## config.mk

```make
export PLATFORM = sky130hd
export DESIGN_NAME = synth_word_loader
export DESIGN_NICKNAME = d
export VERILOG_FILES = /design/src/rtl/swl_pkg.sv /design/src/rtl/swl_tick.sv /design/src/rtl/swl_cmd_reg.sv /design/src/rtl/swl_shifter.sv /design/src/rtl/synth_word_loader.sv
export SDC_FILE = /design/constraint.sdc
export NUM_CORES = 1
export LEC_CHECK = 0
export BUFFER_PORTS_ARGS = -buffer_cell sky130_fd_sc_hd__buf_2
export CAP_MARGIN = 20
export CORE_ASPECT_RATIO = 0.8
export CORE_UTILIZATION = 30
export CTS_CLUSTER_SIZE = 25
export DETAILED_ROUTE_END_ITERATION = 12
export PLACE_DENSITY = 0.49
export RECOVER_POWER = 25
export SLEW_MARGIN = 20
export SYNTH_ARGS = -nofsm -noshare
export SYNTH_HDL_FRONTEND = slang
export SYNTH_SLANG_ARGS = --single-unit
```

## constraint.sdc

```tcl
create_clock -name clk -period 2 [get_ports clk]
set_input_delay 0.1 -clock clk [delete_from_list [all_inputs] [get_ports clk]]
set_output_delay 0.1 -clock clk [all_outputs]
set_load 0.02 [all_outputs]
```

## src/rtl/swl_pkg.sv

```systemverilog
package swl_pkg;
   typedef enum logic [2:0] {
      ST_IDLE = 3'd0,
      ST_LO   = 3'd1,
      ST_HI   = 3'd2,
      ST_TAIL = 3'd3,
      ST_GAP  = 3'd4
   } swl_state_e;

   typedef enum logic {
      DEST_RF = 1'b0,
      DEST_IF = 1'b1
   } swl_dest_e;
endpackage

```

## src/rtl/swl_tick.sv

```systemverilog
module swl_tick #(
   parameter int HALF_CYC = 2
) (
   input  logic clk,
   input  logic rst_n,
   input  logic run,
   input  logic restart,
   output logic tick
);
   generate
      if (HALF_CYC == 1) begin : g_direct
         assign tick = run & ~restart;
      end else begin : g_count
         localparam int CW = $clog2(HALF_CYC);
         localparam logic [CW-1:0] LAST = CW'(HALF_CYC - 1);
         logic [CW-1:0] cnt_q;

         always_ff @(posedge clk or negedge rst_n) begin
            if (!rst_n)                  cnt_q <= '0;
            else if (restart || !run)    cnt_q <= '0;
            else if (cnt_q == LAST)      cnt_q <= '0;
            else                         cnt_q <= cnt_q + 1'b1;
         end

         assign tick = run & ~restart & (cnt_q == LAST);

         AST_CNT_RANGE: assert property (@(posedge clk) disable iff (!rst_n)
            cnt_q <= LAST);
      end
   endgenerate
endmodule

```

## src/rtl/swl_cmd_reg.sv

```systemverilog
module swl_cmd_reg #(
   parameter int WORD_W = 20
) (
   input  logic              clk,
   input  logic              rst_n,
   input  logic              cmd_we,
   input  logic [WORD_W:0]   cmd_wdata,
   input  logic              busy,
   output logic              start,
   output logic [WORD_W-1:0] word_q,
   output logic              sel_q
);
   assign start = cmd_we & ~busy;

   always_ff @(posedge clk or negedge rst_n) begin
      if (!rst_n) begin
         word_q <= '0;
         sel_q  <= 1'b0;
      end else if (start) begin
         word_q <= cmd_wdata[WORD_W-1:0];
         sel_q  <= cmd_wdata[WORD_W];
      end
   end

   AST_HOLD_WHILE_BUSY: assert property (@(posedge clk) disable iff (!rst_n)
      busy |=> ($stable(word_q) && $stable(sel_q)));
endmodule

```

## src/rtl/swl_shifter.sv

```systemverilog
module swl_shifter
   import swl_pkg::*;
#(
   parameter int WORD_W = 20
) (
   input  logic              clk,
   input  logic              rst_n,
   input  logic              start,
   input  logic [WORD_W-1:0] load_word,
   input  logic              load_sel,
   input  logic              tick,
   output logic              busy,
   output logic              ser_clk,
   output logic              ser_dat,
   output logic              le_rf_n,
   output logic              le_if_n
);
   localparam int CNT_W = $clog2(WORD_W);
   localparam logic [CNT_W-1:0] LAST_BIT = CNT_W'(WORD_W - 1);

   swl_state_e        state_q;
   logic [WORD_W-1:0] sreg_q;
   logic [CNT_W-1:0]  bit_cnt_q;
   logic              sclk_q, le_rf_q, le_if_q;

   always_ff @(posedge clk or negedge rst_n) begin
      if (!rst_n) begin
         state_q   <= ST_IDLE;
         sreg_q    <= '0;
         bit_cnt_q <= '0;
         sclk_q    <= 1'b0;
         le_rf_q   <= 1'b1;
         le_if_q   <= 1'b1;
      end else begin
         unique case (state_q)
            ST_IDLE: if (start) begin
               sreg_q    <= load_word;
               bit_cnt_q <= '0;
               le_rf_q   <= (load_sel != DEST_RF);
               le_if_q   <= (load_sel != DEST_IF);
               state_q   <= ST_LO;
            end
            ST_LO: if (tick) begin
               sclk_q  <= 1'b1;
               state_q <= ST_HI;
            end
            ST_HI: if (tick) begin
               sclk_q <= 1'b0;
               if (bit_cnt_q == LAST_BIT) begin
                  state_q <= ST_TAIL;
               end else begin
                  sreg_q    <= {sreg_q[WORD_W-2:0], 1'b0};
                  bit_cnt_q <= bit_cnt_q + 1'b1;
                  state_q   <= ST_LO;
               end
            end
            ST_TAIL: if (tick) begin
               le_rf_q <= 1'b1;
               le_if_q <= 1'b1;
               sreg_q  <= '0;
               state_q <= ST_GAP;
            end
            ST_GAP: if (tick) begin
               state_q <= ST_IDLE;
            end
            default: state_q <= ST_IDLE;
         endcase
      end
   end

   assign busy    = (state_q != ST_IDLE);
   assign ser_clk = sclk_q;
   assign ser_dat = sreg_q[WORD_W-1];
   assign le_rf_n = le_rf_q;
   assign le_if_n = le_if_q;

   AST_BITCNT_RANGE: assert property (@(posedge clk) disable iff (!rst_n)
      bit_cnt_q <= LAST_BIT);
   AST_DAT_STABLE_HI: assert property (@(posedge clk) disable iff (!rst_n)
      (ser_clk && $past(ser_clk)) |-> $stable(ser_dat));
   AST_ONE_LE: assert property (@(posedge clk) disable iff (!rst_n)
      (le_rf_n || le_if_n));
   AST_LE_LOW_ON_RISE: assert property (@(posedge clk) disable iff (!rst_n)
      $rose(ser_clk) |-> (le_rf_n != le_if_n));
   AST_LE_RISE_CLK_LOW: assert property (@(posedge clk) disable iff (!rst_n)
      ($rose(le_rf_n) || $rose(le_if_n)) |-> (!ser_clk && busy));
   AST_IDLE_LINES: assert property (@(posedge clk) disable iff (!rst_n)
      !busy |-> (!ser_clk && le_rf_n && le_if_n));
endmodule

```

## src/rtl/synth_word_loader.sv

```systemverilog
module synth_word_loader #(
   parameter int WORD_W   = 20,
   parameter int HALF_CYC = 2
) (
   input  logic              clk,
   input  logic              rst_n,
   input  logic              cmd_we,
   input  logic [WORD_W:0]   cmd_wdata,
   output logic [WORD_W+1:0] cmd_rdata,
   output logic              ser_clk,
   output logic              ser_dat,
   output logic              le_rf_n,
   output logic              le_if_n
);
   localparam int BUSY_BIT = WORD_W + 1;

   generate
      if (WORD_W < 3) begin : g_bad_word
         $error("synth_word_loader: WORD_W must leave room for two address bits and payload");
      end
      if (HALF_CYC < 1) begin : g_bad_half
         $error("synth_word_loader: HALF_CYC must be at least 1");
      end
   endgenerate

   logic              busy, start, tick, sel_q;
   logic [WORD_W-1:0] word_q;

   swl_cmd_reg #(.WORD_W(WORD_W)) u_cmd (
      .clk(clk), .rst_n(rst_n), .cmd_we(cmd_we), .cmd_wdata(cmd_wdata),
      .busy(busy), .start(start), .word_q(word_q), .sel_q(sel_q)
   );

   swl_tick #(.HALF_CYC(HALF_CYC)) u_tick (
      .clk(clk), .rst_n(rst_n), .run(busy), .restart(start), .tick(tick)
   );

   swl_shifter #(.WORD_W(WORD_W)) u_shift (
      .clk(clk), .rst_n(rst_n), .start(start),
      .load_word(cmd_wdata[WORD_W-1:0]), .load_sel(cmd_wdata[WORD_W]),
      .tick(tick), .busy(busy), .ser_clk(ser_clk), .ser_dat(ser_dat),
      .le_rf_n(le_rf_n), .le_if_n(le_if_n)
   );

   assign cmd_rdata = {busy, sel_q, word_q};

   AST_BUSY_AFTER_ACCEPT: assert property (@(posedge clk) disable iff (!rst_n)
      (cmd_we && !cmd_rdata[BUSY_BIT]) |=> cmd_rdata[BUSY_BIT]);
   AST_READBACK_ON_ACCEPT: assert property (@(posedge clk) disable iff (!rst_n)
      (cmd_we && !cmd_rdata[BUSY_BIT]) |=> (cmd_rdata[WORD_W:0] == $past(cmd_wdata)));
endmodule

```

# Yosys cells after proc, flatten, opt, wreduce, memory -nomap -nowiden

Cells that the tools add are included.

Flip-flop bits (word level): 53
Input port bits: 24
Output and inout bits: 26
Logic and storage cells: 66

$add $sub $neg: 2
Equal/unequal tests: 11
Multiplexer cells: 25
Bitwise operators: 6
Reductions and logical operators: 13

Operators by type and width:

| cell                | count |
|---|---|
| $mux 20             | 4 |
| $pmux 20 s3         | 1 |
| $mux 3              | 5 |
| $mux 5              | 3 |
| $pmux 3 s5          | 1 |
| $ne 2x2->1 const B  | 6 |
| $pmux 5 s2          | 1 |
| $reduce_and 5->1    | 2 |
| $eq 3x2->1 const B  | 2 |
| $mux 1              | 6 |
| $pmux 1 s2          | 3 |
| $reduce_and 3->1    | 2 |
| $reduce_bool 2->1   | 3 |
| $reduce_bool 3->1   | 2 |
| $add 5x1->5 const B | 1 |
| $eq 5x5->1 const B  | 1 |
| $reduce_and 4->1    | 1 |
| $and 1x1->1         | 3 |
| $eq 3x1->1 const B  | 1 |
| $eq 3x3->1 const B  | 1 |
| $logic_not 3->1     | 1 |
| $not 1->1           | 3 |
| $mux 2              | 1 |
| $add 1x1->1 const B | 1 |
| other kinds (2)     | 2 |

# Depth between registers and ports, before layout

Word-level depth: 8
Gate-level depth with buffers: 6
Depth with buffers taken out: 4

# Hierarchy

Synthesis repeated with hierarchy kept, for this count alone.

Cell total of the unflattened synthesis: 226
Area total of the unflattened synthesis: 2,653.8 um^2

By module, submodules not included:

| module            | instances | cells an instance | area each (um^2) |
|---|---|---|---|
| swl_shifter       | 1         | 176               | 1,794.2 |
| swl_cmd_reg       | 1         | 45                | 798.3 |
| swl_tick          | 1         | 3                 | 46.3 |
| synth_word_loader | 1         | 2                 | 15.0 |

# Least setup slack after synthesis

No wires, ideal clock.

Kind: register to register
Start: register u_shift.bit_cnt_q[0]
End: register u_shift.sreg_q[14]
Library setup time: 0.125 ns
Arrival: 1.566 ns
Data required time: 1.875 ns
Path slack: 0.309 ns
Stages on the path, launching flop included: 6
Buffers on the path: 1
Period minus slack after synthesis: 1.691 ns
Cell sequence: dfrtp_1 > ha_1 > nand4bb_4 > a311o_1 > buf_6 > mux2_4

Word-level cells in the longest chain between the ends: 3

Ends and longest elaborated chain:

| what                              | line              | source |
|---|---|---|
| start: declaration                | swl_shifter.sv:23 | `logic [CNT_W-1:0] bit_cnt_q;` |
| start signal: assignment          | swl_shifter.sv:53 | `bit_cnt_q <= bit_cnt_q + 1'b1;` |
| $eq 5x5->1                        | swl_shifter.sv:49 | `if (bit_cnt_q == LAST_BIT) begin` |
| $ne 2x2->1 (no source line)       | n/a               |  |
| $reduce_and 5->1 (no source line) | n/a               |  |
| end signal: assignment            | swl_shifter.sv:37 | `sreg_q <= load_word;` |
| end signal: assignment            | swl_shifter.sv:52 | `sreg_q <= {sreg_q[WORD_W-2:0], 1'b0};` |
| end: declaration                  | swl_shifter.sv:22 | `logic [WORD_W-1:0] sreg_q;` |

No other way between the ends.
A chain may end at the register's enable or synchronous reset.

# Worst setup path after layout

Start: register u_shift.bit_cnt_q[0]
End: register u_shift.sreg_q[16]

Same word-level chain as after synthesis.

==> results.ini <==
[run_status]
status=finished clean

[floorplanning]
start_util=0.3097
die_h_um=82.83
io_pins=50
fp.dieW_um=103.0
rows=29
dieArea_um2=8534
coreArea_um2=7910

[routing]
drc=0
first_pass_iters=4
postRouteAntennaNets=0
num_vias=1676
via_per_inst=4.434
wl_per_cell_um=13.92
finalWirelength_um=5261
drt_iter0_markers=63

[finish]
antenna_cells=0
instances_no_fill=378
syn_to_final_growth_pct=21.25
seq_area_um2=1329
multi_input_area_um2=1006
fin_nets=294
final_area_um2=2970
fillers=818
layout-drive-gt1-share=0.3407

[placed_design]
hpwl_um=3415
gp_congestion=0.6838
io_buffer_count=49
dpl_cell_area_um2=2819
dp_cells=363

[sta]
setup_viol=0
finalSetupTns_ns=0
tightest_slew_ns=1.356
slew_violations=0
clock_skew_ns=0.008818
min_period_ns=1.809
rsz0062_at_grt=no
final_hold_viol_count=0
slew_headroom=0.09580
fin_crit_sh=0.9043
fmax_mhz=552.9

[synth]
synth_xor_area_frac=0
synth-simple-area-share=0.1619
syn_avg_cell_area_um2=11.39
synth_top_area_frac=0.5209
synth_compound_area_frac=0.1124
yosysWarnings=0
synth_adder_area_share=0.005107
synth_cell_type_count=37
synthCells=215
muxShareOfSynthArea=0.1313
synth_top_family_by_area=simple AND/OR/NAND/NOR gates
synth_most_common_cell=nand2_1
yosys_register_bits=53
synth_common_cells=nand2_1 (65), dfrtp_1 (51), a22o_1 (18), mux2_4 (18), clkbuf_1 (7)
synthTopCellsByArea=dfrtp_1 (52%), mux2_4 (11%), nand2_1 (10%)
async_flop_share=1.000
synth-edff-count=0
synth_sequential_area_ratio=0.5424
synthFlopType=dfrtp_1
synthesis.area_um2=2450
synth_nets=240
synth_top_area_cell=dfrtp_1

[worst_setup_path]
critical_path.top_delay_family=compound AO/OA/AOI/OAI gates
setup.worst_path.start_class=register
worstPathMaxFanout=20
worstPathArrival_ns=2.01
crit_chain=ha_1, nand4bb_4, a311o_1, buf_12, mux2_4
crit_required_ns=2.20
path_class=reg -> reg
ff2ff_setup_slack_ns=0.19
slowest_delay_ns=0.41
end_kind=register
critPathSlowestCell=a311o_1
crit_buf_inv=1

[global_routing]
grt_max_degree=54
grt_pass1_vias=1643
grt_overflow=0
antenna_found_initial=0
grt_pass1_wl_um=8721
grt_usage=0.1308

[cts]
clock_path_buffers=2
htreeDepth=2
clkSlewWorstSetupHoldPaths_ns=0.10
cts_tree=done
clock-sinks=53
cts_buffers=5
cts_setup_buffers=0
clk_latency_ns=0.31
ctsRootBufferMaster=clkbuf_8

[run]
max_cap_violations=0

[power_and_ir_drop]
power_density_nw_per_um2=1676
vdd_ir_drop_max_mv=0.7182
power_w=0.004979
power.leakage_nw=1.521

[worst_hold_path]
hold_path.class=in -> reg

where the power goes:
part / total (W) / internal (W) / switching (W)
Combinational: 0.00243 / 0.00119 / 0.00124
Sequential: 0.00190 / 0.00157 / 0.000331
Clock: 0.000645 / 0.000282 / 0.000363
path summary, 6_finish.rpt:
path / from / endpoint / depth (start not counted)
worst max-delay path: u_shift.bit_cnt_q[0] / u_shift.sreg_q[16] / 5
worst min-delay path: cmd_wdata[7] / u_cmd.word_q[7] / 3
worst max register to register: u_shift.bit_cnt_q[0] / u_shift.sreg_q[16] / 5
worst min register to register: u_cmd.word_q[6] / u_cmd.word_q[6] / 2
max in group asynchronous: rst_n / u_shift.bit_cnt_q[0] / 3
min in group asynchronous: rst_n / u_cmd.word_q[3] / 3
layout by cell type (no fill, tap or decap), types with 3 or more instances in the layout:
cell type / instances
a21oi_1: 3
a22o_1: 18
buf_2: 49
buf_4: 6
clkbuf_8: 6
dfrtp_1: 51
dlygate4sd3_1: 7
inv_1: 5
mux2_4: 18
mux2i_1: 4
nand2_1: 65
nand4_1: 3
nor2_1: 3
nor2b_1: 3
layout make-up:
| cell class | count | share of cell area |
|---|---|---|
| clock buffer | 6 | 0.02780 |
| inverter | 5 | 0.006318 |
| clock inverter | 2 | 0.004634 |
| tap | 108 | 0.04549 |
| sequential | 53 | 0.4473 |
| timing repair buffer | 64 | 0.1297 |
| multi-input combinational | 140 | 0.3387 |
kinds of logic (layout without fill, tap and decap cells):
group,count (synthesis),count (layout)
flops,53,53
fa+ha+maj,1,1
buf+inv,22,77
simple gates,82,82
compound gates,34,34
mux,23,23
registers in the layout, summed over array words and instances, names as in the netlist:
name                  flops
u_cmd.word_q             20
u_shift.state_q           3
u_shift.le_rf_n           1
u_shift.le_if_n           1
u_shift.ser_clk           1
u_cmd.sel_q               1
u_shift.bit_cnt_q         5
u_shift.sreg_q           20
u_tick.g_count.cnt_q      1
metal layers:
layer | part of all wire | GRT usage | vias to the layer above
met5 | 0 | 0 | -
met4 | 0.0040 | 0.03073 | 0
met3 | 0.050 | 0.03283 | 2
met2 | 0.40 | 0.1764 | 37
met1 | 0.55 | 0.2067 | 795
li1 | - | - | 842
repair_timing:
| action | CTS | global route |
|---|---|---|
| hold buffers | 7 | 0 |
| resized for setup | 0 | 0 |
| endpoints found under the hold margin | 57 | 0 |
per-stage QoR:
step | worst slack (ns) | util | hold WS, ns
after floorplan | 0.3089 | - | -0.1956
final | 0.1914 | 0.3755 | 0.01017
after global placement | 0.2315 | 0.3564 | 0.1202
after global routing | 0.08283 | 0.3755 | 0.004683
after CTS | 0.1779 | 0.3774 | 0.0007134
after detailed placement | 0.1879 | 0.3564 | 0.1251
worst min-delay path, delay by kind of cell:
family,cells,cell delay [ns]
buf+inv,1,0.09
simple gates,2,0.08
Power figures use the tool's default switching activity.
